===== config.mk =====
export PLATFORM = sky130hd
export DESIGN_NAME = rmt_xfer_seq
export DESIGN_NICKNAME = d
export VERILOG_FILES = /design/src/rtl/rxs_pkg.sv /design/src/rtl/rxs_regs.sv /design/src/rtl/rxs_engine.sv /design/src/rtl/rmt_xfer_seq.sv
export SDC_FILE = /design/constraint.sdc
export NUM_CORES = 1
export LEC_CHECK = 0
export BUFFER_PORTS_ARGS = -buffer_cell sky130_fd_sc_hd__buf_2
export CORE_MARGIN = 5
export CORE_UTILIZATION = 60
export CTS_CLUSTER_SIZE = 28
export DETAILED_ROUTE_END_ITERATION = 8
export HOLD_SLACK_MARGIN = 0.12
export PLACE_DENSITY = 0.78
export SYNTH_ARGS = -nofsm -noshare
export SYNTH_HDL_FRONTEND = slang
export SYNTH_HIERARCHICAL = 1
export SYNTH_SLANG_ARGS = --single-unit
export TNS_END_PERCENT = 100

===== constraint.sdc =====
create_clock -name clk -period 3.05 [get_ports clk]
set_input_delay 0.61 -clock clk [delete_from_list [all_inputs] [get_ports clk]]
set_output_delay 0.61 -clock clk [all_outputs]
set_load 0.005 [all_outputs]

===== src/rtl/rxs_pkg.sv =====
package rxs_pkg;
  typedef enum logic [2:0] {
    ST_IDLE,
    ST_HDR,
    ST_SUB,
    ST_DAT,
    ST_RCV
  } rxs_state_e;

  localparam int SUB_W = 3;
endpackage


===== src/rtl/rxs_regs.sv =====
module rxs_regs
  import rxs_pkg::*;
#(
  parameter int NBYTE = 16,
  parameter int AW    = 5,
  parameter int IW    = 4
) (
  input  logic                 clk,
  input  logic                 rst_n,
  input  logic                 host_we,
  input  logic [AW-1:0]        host_addr,
  input  logic [7:0]           host_wdata,
  output logic [7:0]           host_view,
  input  logic                 busy,
  input  logic                 rb_we,
  input  logic [IW-1:0]        eng_idx,
  input  logic [7:0]           rb_data,
  output logic [7:0]           buf_byte,
  output logic [7:0]           tgt,
  output logic [SUB_W-1:0]     sub_m1,
  output logic [IW-1:0]        dat_m1,
  output logic [5:0]           cfg
);
  localparam int LW = IW + SUB_W;
  localparam logic [AW-1:0] A_TGT = AW'(NBYTE);
  localparam logic [AW-1:0] A_LEN = AW'(NBYTE + 1);
  localparam logic [AW-1:0] A_CFG = AW'(NBYTE + 2);

  logic [7:0]    buf_q [NBYTE];
  logic [7:0]    tgt_q;
  logic [LW-1:0] len_q;
  logic [5:0]    cfg_q;
  logic          host_ok;

  assign host_ok = host_we && !busy;

  always_ff @(posedge clk or negedge rst_n) begin
    if (!rst_n) begin
      for (int i = 0; i < NBYTE; i++) buf_q[i] <= '0;
      tgt_q <= '0;
      len_q <= '0;
      cfg_q <= '0;
    end else begin
      if (host_ok && host_addr < A_TGT) buf_q[host_addr[IW-1:0]] <= host_wdata;
      else if (rb_we)                   buf_q[eng_idx] <= rb_data;
      if (host_ok && host_addr == A_TGT) tgt_q <= host_wdata;
      if (host_ok && host_addr == A_LEN) len_q <= host_wdata[LW-1:0];
      if (host_ok && host_addr == A_CFG) cfg_q <= host_wdata[5:0];
    end
  end

  always_comb begin
    host_view = '0;
    if (host_addr < A_TGT)       host_view = buf_q[host_addr[IW-1:0]];
    else if (host_addr == A_TGT) host_view = tgt_q;
    else if (host_addr == A_LEN) host_view = 8'(len_q);
    else if (host_addr == A_CFG) host_view = {2'b00, cfg_q};
  end

  assign buf_byte = buf_q[eng_idx];
  assign tgt      = tgt_q;
  assign sub_m1   = len_q[LW-1:IW];
  assign dat_m1   = len_q[IW-1:0];
  assign cfg      = cfg_q;

  AST_BUF_FROZEN: assert property (@(posedge clk) disable iff (!rst_n)
    busy && !rb_we |=> $stable(buf_q[0]) && $stable(tgt_q));
endmodule


===== src/rtl/rxs_engine.sv =====
module rxs_engine
  import rxs_pkg::*;
#(
  parameter int NBYTE = 16,
  parameter int IW    = 4
) (
  input  logic             clk,
  input  logic             rst_n,
  input  logic             start_req,
  input  logic             clr_irq,
  input  logic             clr_err,
  input  logic [7:0]       tgt,
  input  logic [SUB_W-1:0] sub_m1,
  input  logic [IW-1:0]    dat_m1,
  input  logic             stretch_en,
  input  logic             out_ready,
  input  logic             rb_valid,
  input  logic [7:0]       buf_byte,
  output logic             busy,
  output logic             out_valid,
  output logic [7:0]       out_data,
  output logic             out_last,
  output logic             rb_we,
  output logic [IW-1:0]    idx,
  output logic             irq,
  output logic             err,
  output logic             stretch_hold
);
  localparam int SUMW = IW + 1;
  localparam logic [SUMW-1:0] SUM_MAX = SUMW'(NBYTE - 2);

  rxs_state_e    st_q;
  logic [IW-1:0] idx_q, cnt_q;
  logic [SUMW-1:0] len_sum;
  logic is_rd, legal, accept, fire, done;

  assign is_rd   = tgt[0];
  assign len_sum = SUMW'(sub_m1) + SUMW'(dat_m1);
  assign legal   = is_rd || (len_sum <= SUM_MAX);
  assign accept  = start_req && (st_q == ST_IDLE) && legal;

  assign busy      = (st_q != ST_IDLE);
  assign out_valid = (st_q == ST_HDR) || (st_q == ST_SUB) || (st_q == ST_DAT);
  assign out_data  = (st_q == ST_HDR) ? tgt : buf_byte;
  assign out_last  = (cnt_q == '0) && (((st_q == ST_SUB) && is_rd) || (st_q == ST_DAT));
  assign fire      = out_valid && out_ready;
  assign rb_we     = (st_q == ST_RCV) && rb_valid;
  assign done      = (cnt_q == '0) && (((st_q == ST_DAT) && fire) || rb_we);
  assign idx       = idx_q;
  assign stretch_hold = busy && stretch_en;

  always_ff @(posedge clk or negedge rst_n) begin
    if (!rst_n) begin
      st_q  <= ST_IDLE;
      idx_q <= '0;
      cnt_q <= '0;
      irq   <= 1'b0;
      err   <= 1'b0;
    end else begin
      irq <= (irq && !clr_irq) || (done && !stretch_en);
      err <= (err && !clr_err) || (start_req && !accept);
      case (st_q)
        ST_IDLE: if (accept) begin
          st_q  <= ST_HDR;
          idx_q <= '0;
        end
        ST_HDR: if (fire) begin
          st_q  <= ST_SUB;
          cnt_q <= IW'(sub_m1);
        end
        ST_SUB: if (fire) begin
          if (cnt_q == '0) begin
            cnt_q <= dat_m1;
            if (is_rd) begin
              st_q  <= ST_RCV;
              idx_q <= '0;
            end else begin
              st_q  <= ST_DAT;
              idx_q <= idx_q + 1'b1;
            end
          end else begin
            cnt_q <= cnt_q - 1'b1;
            idx_q <= idx_q + 1'b1;
          end
        end
        ST_DAT: if (fire) begin
          idx_q <= idx_q + 1'b1;
          cnt_q <= cnt_q - 1'b1;
          if (cnt_q == '0) st_q <= ST_IDLE;
        end
        ST_RCV: if (rb_valid) begin
          idx_q <= idx_q + 1'b1;
          cnt_q <= cnt_q - 1'b1;
          if (cnt_q == '0) st_q <= ST_IDLE;
        end
        default: st_q <= ST_IDLE;
      endcase
    end
  end

  AST_HOLD_STABLE: assert property (@(posedge clk) disable iff (!rst_n)
    out_valid && !out_ready |=> out_valid && $stable(out_data));
  AST_LAST_ENDS: assert property (@(posedge clk) disable iff (!rst_n)
    fire && out_last |=> !out_valid);
  AST_BUSY_ERR: assert property (@(posedge clk) disable iff (!rst_n)
    start_req && busy |=> err);
  AST_IRQ_HOLD: assert property (@(posedge clk) disable iff (!rst_n)
    irq && !clr_irq |=> irq);
endmodule


===== src/rtl/rmt_xfer_seq.sv =====
module rmt_xfer_seq
  import rxs_pkg::*;
#(
  parameter int NBYTE = 16,
  parameter int AW    = $clog2(NBYTE + 5)
) (
  input  logic          clk,
  input  logic          rst_n,
  input  logic          reg_we,
  input  logic [AW-1:0] reg_addr,
  input  logic [7:0]    reg_wdata,
  output logic [7:0]    reg_rdata,
  output logic          tx_valid,
  input  logic          tx_ready,
  output logic [7:0]    tx_data,
  output logic          tx_last,
  input  logic          rb_valid,
  input  logic [7:0]    rb_data,
  input  logic [6:0]    bridge_addr,
  output logic          to_bridge,
  output logic [1:0]    lane_sel,
  output logic          stretch_hold,
  output logic          irq
);
  localparam int IW = $clog2(NBYTE);
  localparam logic [AW-1:0] A_CMD = AW'(NBYTE + 3);
  localparam logic [AW-1:0] A_STS = AW'(NBYTE + 4);

  logic             busy, err, rb_we;
  logic [IW-1:0]    eng_idx;
  logic [7:0]       buf_byte, tgt, view;
  logic [SUB_W-1:0] sub_m1;
  logic [IW-1:0]    dat_m1;
  logic [5:0]       cfg;
  logic             start_req, clr_irq, clr_err;

  assign start_req = reg_we && (reg_addr == A_CMD) && reg_wdata[0];
  assign clr_irq   = reg_we && (reg_addr == A_STS) && reg_wdata[0];
  assign clr_err   = reg_we && (reg_addr == A_STS) && reg_wdata[1];

  rxs_regs #(.NBYTE(NBYTE), .AW(AW), .IW(IW)) u_regs (
    .clk(clk), .rst_n(rst_n),
    .host_we(reg_we), .host_addr(reg_addr), .host_wdata(reg_wdata), .host_view(view),
    .busy(busy), .rb_we(rb_we), .eng_idx(eng_idx), .rb_data(rb_data),
    .buf_byte(buf_byte), .tgt(tgt), .sub_m1(sub_m1), .dat_m1(dat_m1), .cfg(cfg)
  );

  rxs_engine #(.NBYTE(NBYTE), .IW(IW)) u_engine (
    .clk(clk), .rst_n(rst_n),
    .start_req(start_req), .clr_irq(clr_irq), .clr_err(clr_err),
    .tgt(tgt), .sub_m1(sub_m1), .dat_m1(dat_m1), .stretch_en(cfg[0]),
    .out_ready(tx_ready), .rb_valid(rb_valid), .buf_byte(buf_byte),
    .busy(busy), .out_valid(tx_valid), .out_data(tx_data), .out_last(tx_last),
    .rb_we(rb_we), .idx(eng_idx), .irq(irq), .err(err), .stretch_hold(stretch_hold)
  );

  assign reg_rdata = (reg_addr == A_STS) ? {5'b0, busy, err, irq} : view;
  assign lane_sel  = tgt[0] ? cfg[3:2] : cfg[5:4];
  assign to_bridge = (tgt[7:1] == bridge_addr);

  AST_STRETCH_NO_IRQ: assert property (@(posedge clk) disable iff (!rst_n)
    stretch_hold && !irq |=> !irq);
endmodule


==> results.md <==
* number of diodes: 0
* final critical-path share of the clock period: 1.09
* EDFF count, synth: 0
* Critical Path Sink Type: output port
* clock tree from TritonCTS: done
* number of standard-cell rows in the floorplan: 49
* Power per Cell Area: 691 nW/um^2
* net count after synthesis: 951
* source-to-sink clock delay at the later pin of the worst-skew pair: 440 ps
* cell area after synthesis: 10800 um^2
* first-pass iteration count of the detailed router: 6
* Critical Path Fanout Max: 8
* final std cell area, no fill: 12300 um^2
* top routing layer used: met5
* startpoint kind of the worst setup timing path: flip-flop
* Final Power: 8.50 mW
* effective utilization at floorplan: 0.604
* WL met3: 4970 um
* final weighted congestion of routability-driven global placement: 1.03
* via count of the first global-routing pass: 9150
* via total after detailed routing: 9434
* run status: finished, violations left
* VDD IR-drop max: 507 uV
* synthesized instance count: 911
* Avg Vias per Cell: 7.64
* wire length of the first global-routing pass: 54300 um
* sink count of the clock tree: 162
* number of H-tree levels: 4
* path category of the worst min-delay check: in2async
* clock tree root buffer cell: clkbuf_16
* synthesis-stage register bit count: 162
* post-DP HPWL: 24100 um
* unrepaired setup endpoints after global routing: yes
* total length of routed met2 wires: 16100 um
* most common flop cell mapped by yosys: dfrtp_1
* initial antenna violation count: 1
* Routed wire per std cell: 29.2 um
* pre-CTS worst setup slack: 67.3 ps
* Yosys Warn Count: 6
* I/O pin cnt: 56
* reported leakage power: 5.30 nW
* Area growth, synth to finish: 14.4%
* multi-input combinational cell area: 6270 um^2
* number of inserted filler cells in the final layout: 1230
* Slew headroom: 0.358
* core area: 17800 um^2
* post-route minimum period: 3320 ps
* Clk pin slew, worst setup/hold paths: 70 ps
* width of the die: 144 um
* Vert. Die Dim: 144 um
* reg2reg setup slack: 370 ps
* max-capacitance violation count: 0
* footprint of the flip-flops and latches: 4060 um^2
* final worst slack: -269 ps
* post-synthesis sequential area ratio: 0.376
* total congestion overflow: 0
* violated checks: negative setup slack
* met1 routed wirelength after detailed routing: 12600 um
* Post-Route WL: 36000 um
* number of nets at the end of the flow: 1033
* count of pins over their slew limit: 0
* CP required: 2440 ps
* top achievable clock speed: 0.301 GHz
* final count of negative-setup-slack endpoints: 8
* placed cell areas: 11500 um^2
* number of design rule violations left after detail routing: 0
* count of nets left with antenna violations after detail routing: 0
* maximum clock skew at final layout: 7.04 ps
* share of synthesized flip-flops with an asynchronous set or reset: 1.00
* buffer depth of the longest clock path: 2
* Die Footprint: 20700 um^2
* total clock buffers created by CTS: 17
* all-layer global routing usage: 0.350
* count of final hold-check violations: 0
* smallest hold slack: 149 ps
* most frequent standard cell in the layout excluding fill and tap cells: dfrtp_1
* Port Buffers: 55
* maximum number of pins on one net before global-route repair: 55
* most frequent cells in the layout: dfrtp_1 (161), mux2_2 (152), o22ai_1 (133)
* CP Class: reg2out
* distinct cell type count after synthesis: 67
* iteration-0 DRC count of the detailed router: 1740
* arrival time reported for the critical path endpoint: 2710 ps
* fraction of final layout cells sized beyond drive strength 1: 0.417
* mean cell area of the mapped netlist: 11.8 um^2
* measured slew at the worst slew-check pin: 963 ps
==> worst paths after layout <==
check	cells after the start	startpoint	endpoint
worst max-delay path	6	u_engine/idx[0]	tx_data[7]
worst min-delay path	1	rst_n	u_regs/buf_q[109]
worst max register to register	4	u_engine/st_q[0]	u_regs/buf_q[18]
worst min register to register	1	u_regs/cfg[1]	u_regs/cfg[1]
max in group asynchronous	2	rst_n	u_regs/buf_q[3]
min in group clk	2	reg_wdata[7]	u_regs/tgt[7]
==> layout make-up <==
cell class / instances / share of cell area
Clock inverter: 15 / 0.0129
Timing Repair Buffer: 133 / 0.0857
Tap cell: 229 / 0.0233
Clock buffer: 17 / 0.0345
Inverter: 16 / 0.00488
Multi-Input combinational cell: 663 / 0.509
Sequential cell: 162 / 0.329
==> per-layer routing <==
layer  global-route usage  vias up
li1                     -     3760
met1                0.457     4600
met2                0.530      841
met3                0.111      231
met4                0.174        2
met5                    0        -
==> cell usage after synthesis (3+ instances only) <==
cell type,number,share of area
nor3_1,3,0.0014
dfrtp_1,162,0.38
xor2_1,3,0.0024
clkbuf_1,17,0.0059
nand2_1,55,0.019
a22oi_1,7,0.0049
buf_2,25,0.012
and2_1,7,0.0041
o32ai_1,4,0.0033
buf_1,6,0.0021
o21ai_1,7,0.0033
nand4b_1,4,0.0033
nand2b_1,4,0.0023
a31oi_1,5,0.0029
nand3_2,3,0.0028
mux2_2,152,0.16
o22ai_1,133,0.077
inv_1,15,0.0052
a21oi_1,8,0.0037
nor2b_1,20,0.012
mux2_1,10,0.010
buf_4,13,0.0091
xnor2_1,5,0.0041
o21ai_0,5,0.0023
o21ai_4,11,0.017
mux2_4,3,0.0042
nor4_1,3,0.0017
ha_1,6,0.0070
o211ai_1,9,0.0063
nand3_1,17,0.0079
mux2i_1,31,0.029
nor2_1,23,0.0080
mux4_2,61,0.13
nand4_1,16,0.0093
nor2_2,3,0.0017
buf_6,9,0.0094
a2bb2o_1,5,0.0046
a41oi_1,3,0.0024
==> kinds of logic (layout without fill, tap and decap cells) <==
group / Yosys count / count (layout) / share of synthesized area
adders and majority gates: 7 / 7 / 0.00883
buffers and inverters: 86 / 181 / 0.0437
muxes: 257 / 257 / 0.330
AOI/OAI and AO/OA: 210 / 210 / 0.139
and+or+nand+nor: 181 / 181 / 0.0956
xor gates and xnor gates: 8 / 8 / 0.00651
DFF: 162 / 162 / 0.376
==> report_power, final <==
part	internal [mW]	switching (mW)	total (mW)
logic	1.64	1.68	3.33
registers	2.53	0.507	3.04
clock network	1.21	0.931	2.14
total	5.38	3.12	8.50
==> registers in the layout (all words and copies together), names as in the netlist <==
signal / cells
u_engine/idx: 4
u_regs/buf_q: 128
u_engine/st_q: 3
u_engine/irq: 1
u_engine/cnt_q: 4
u_regs/len_q: 7
u_engine/err: 1
u_regs/tgt: 8
u_regs/cfg: 6
==> worst max-delay path, cell delays in order (launching register included) <==
cell and delay [ps]:
dfrtp_2 460, buf_6 170, buf_12 150, mux4_2 540
mux4_2 530, mux2_4 300, buf_6 120
==> per-stage QoR <==
stage	util	cells	setup TNS, ps
after floorplan	-	911	0
after global placement	0.645	1192	0
after global routing	0.690	1235	-2030
final	0.690	1235	-1900
after detailed placement	0.645	1192	0
after CTS	0.684	1231	-1710
==> timing repair <==
item                       CTS  global route
resized for setup           12            16
hold buffers                 0             0
setup buffers                6             4
setup endpoints to repair    8            10
cloned                       1             0
hold endpoints to repair     0             0
(Power assumes the default switching activity.)
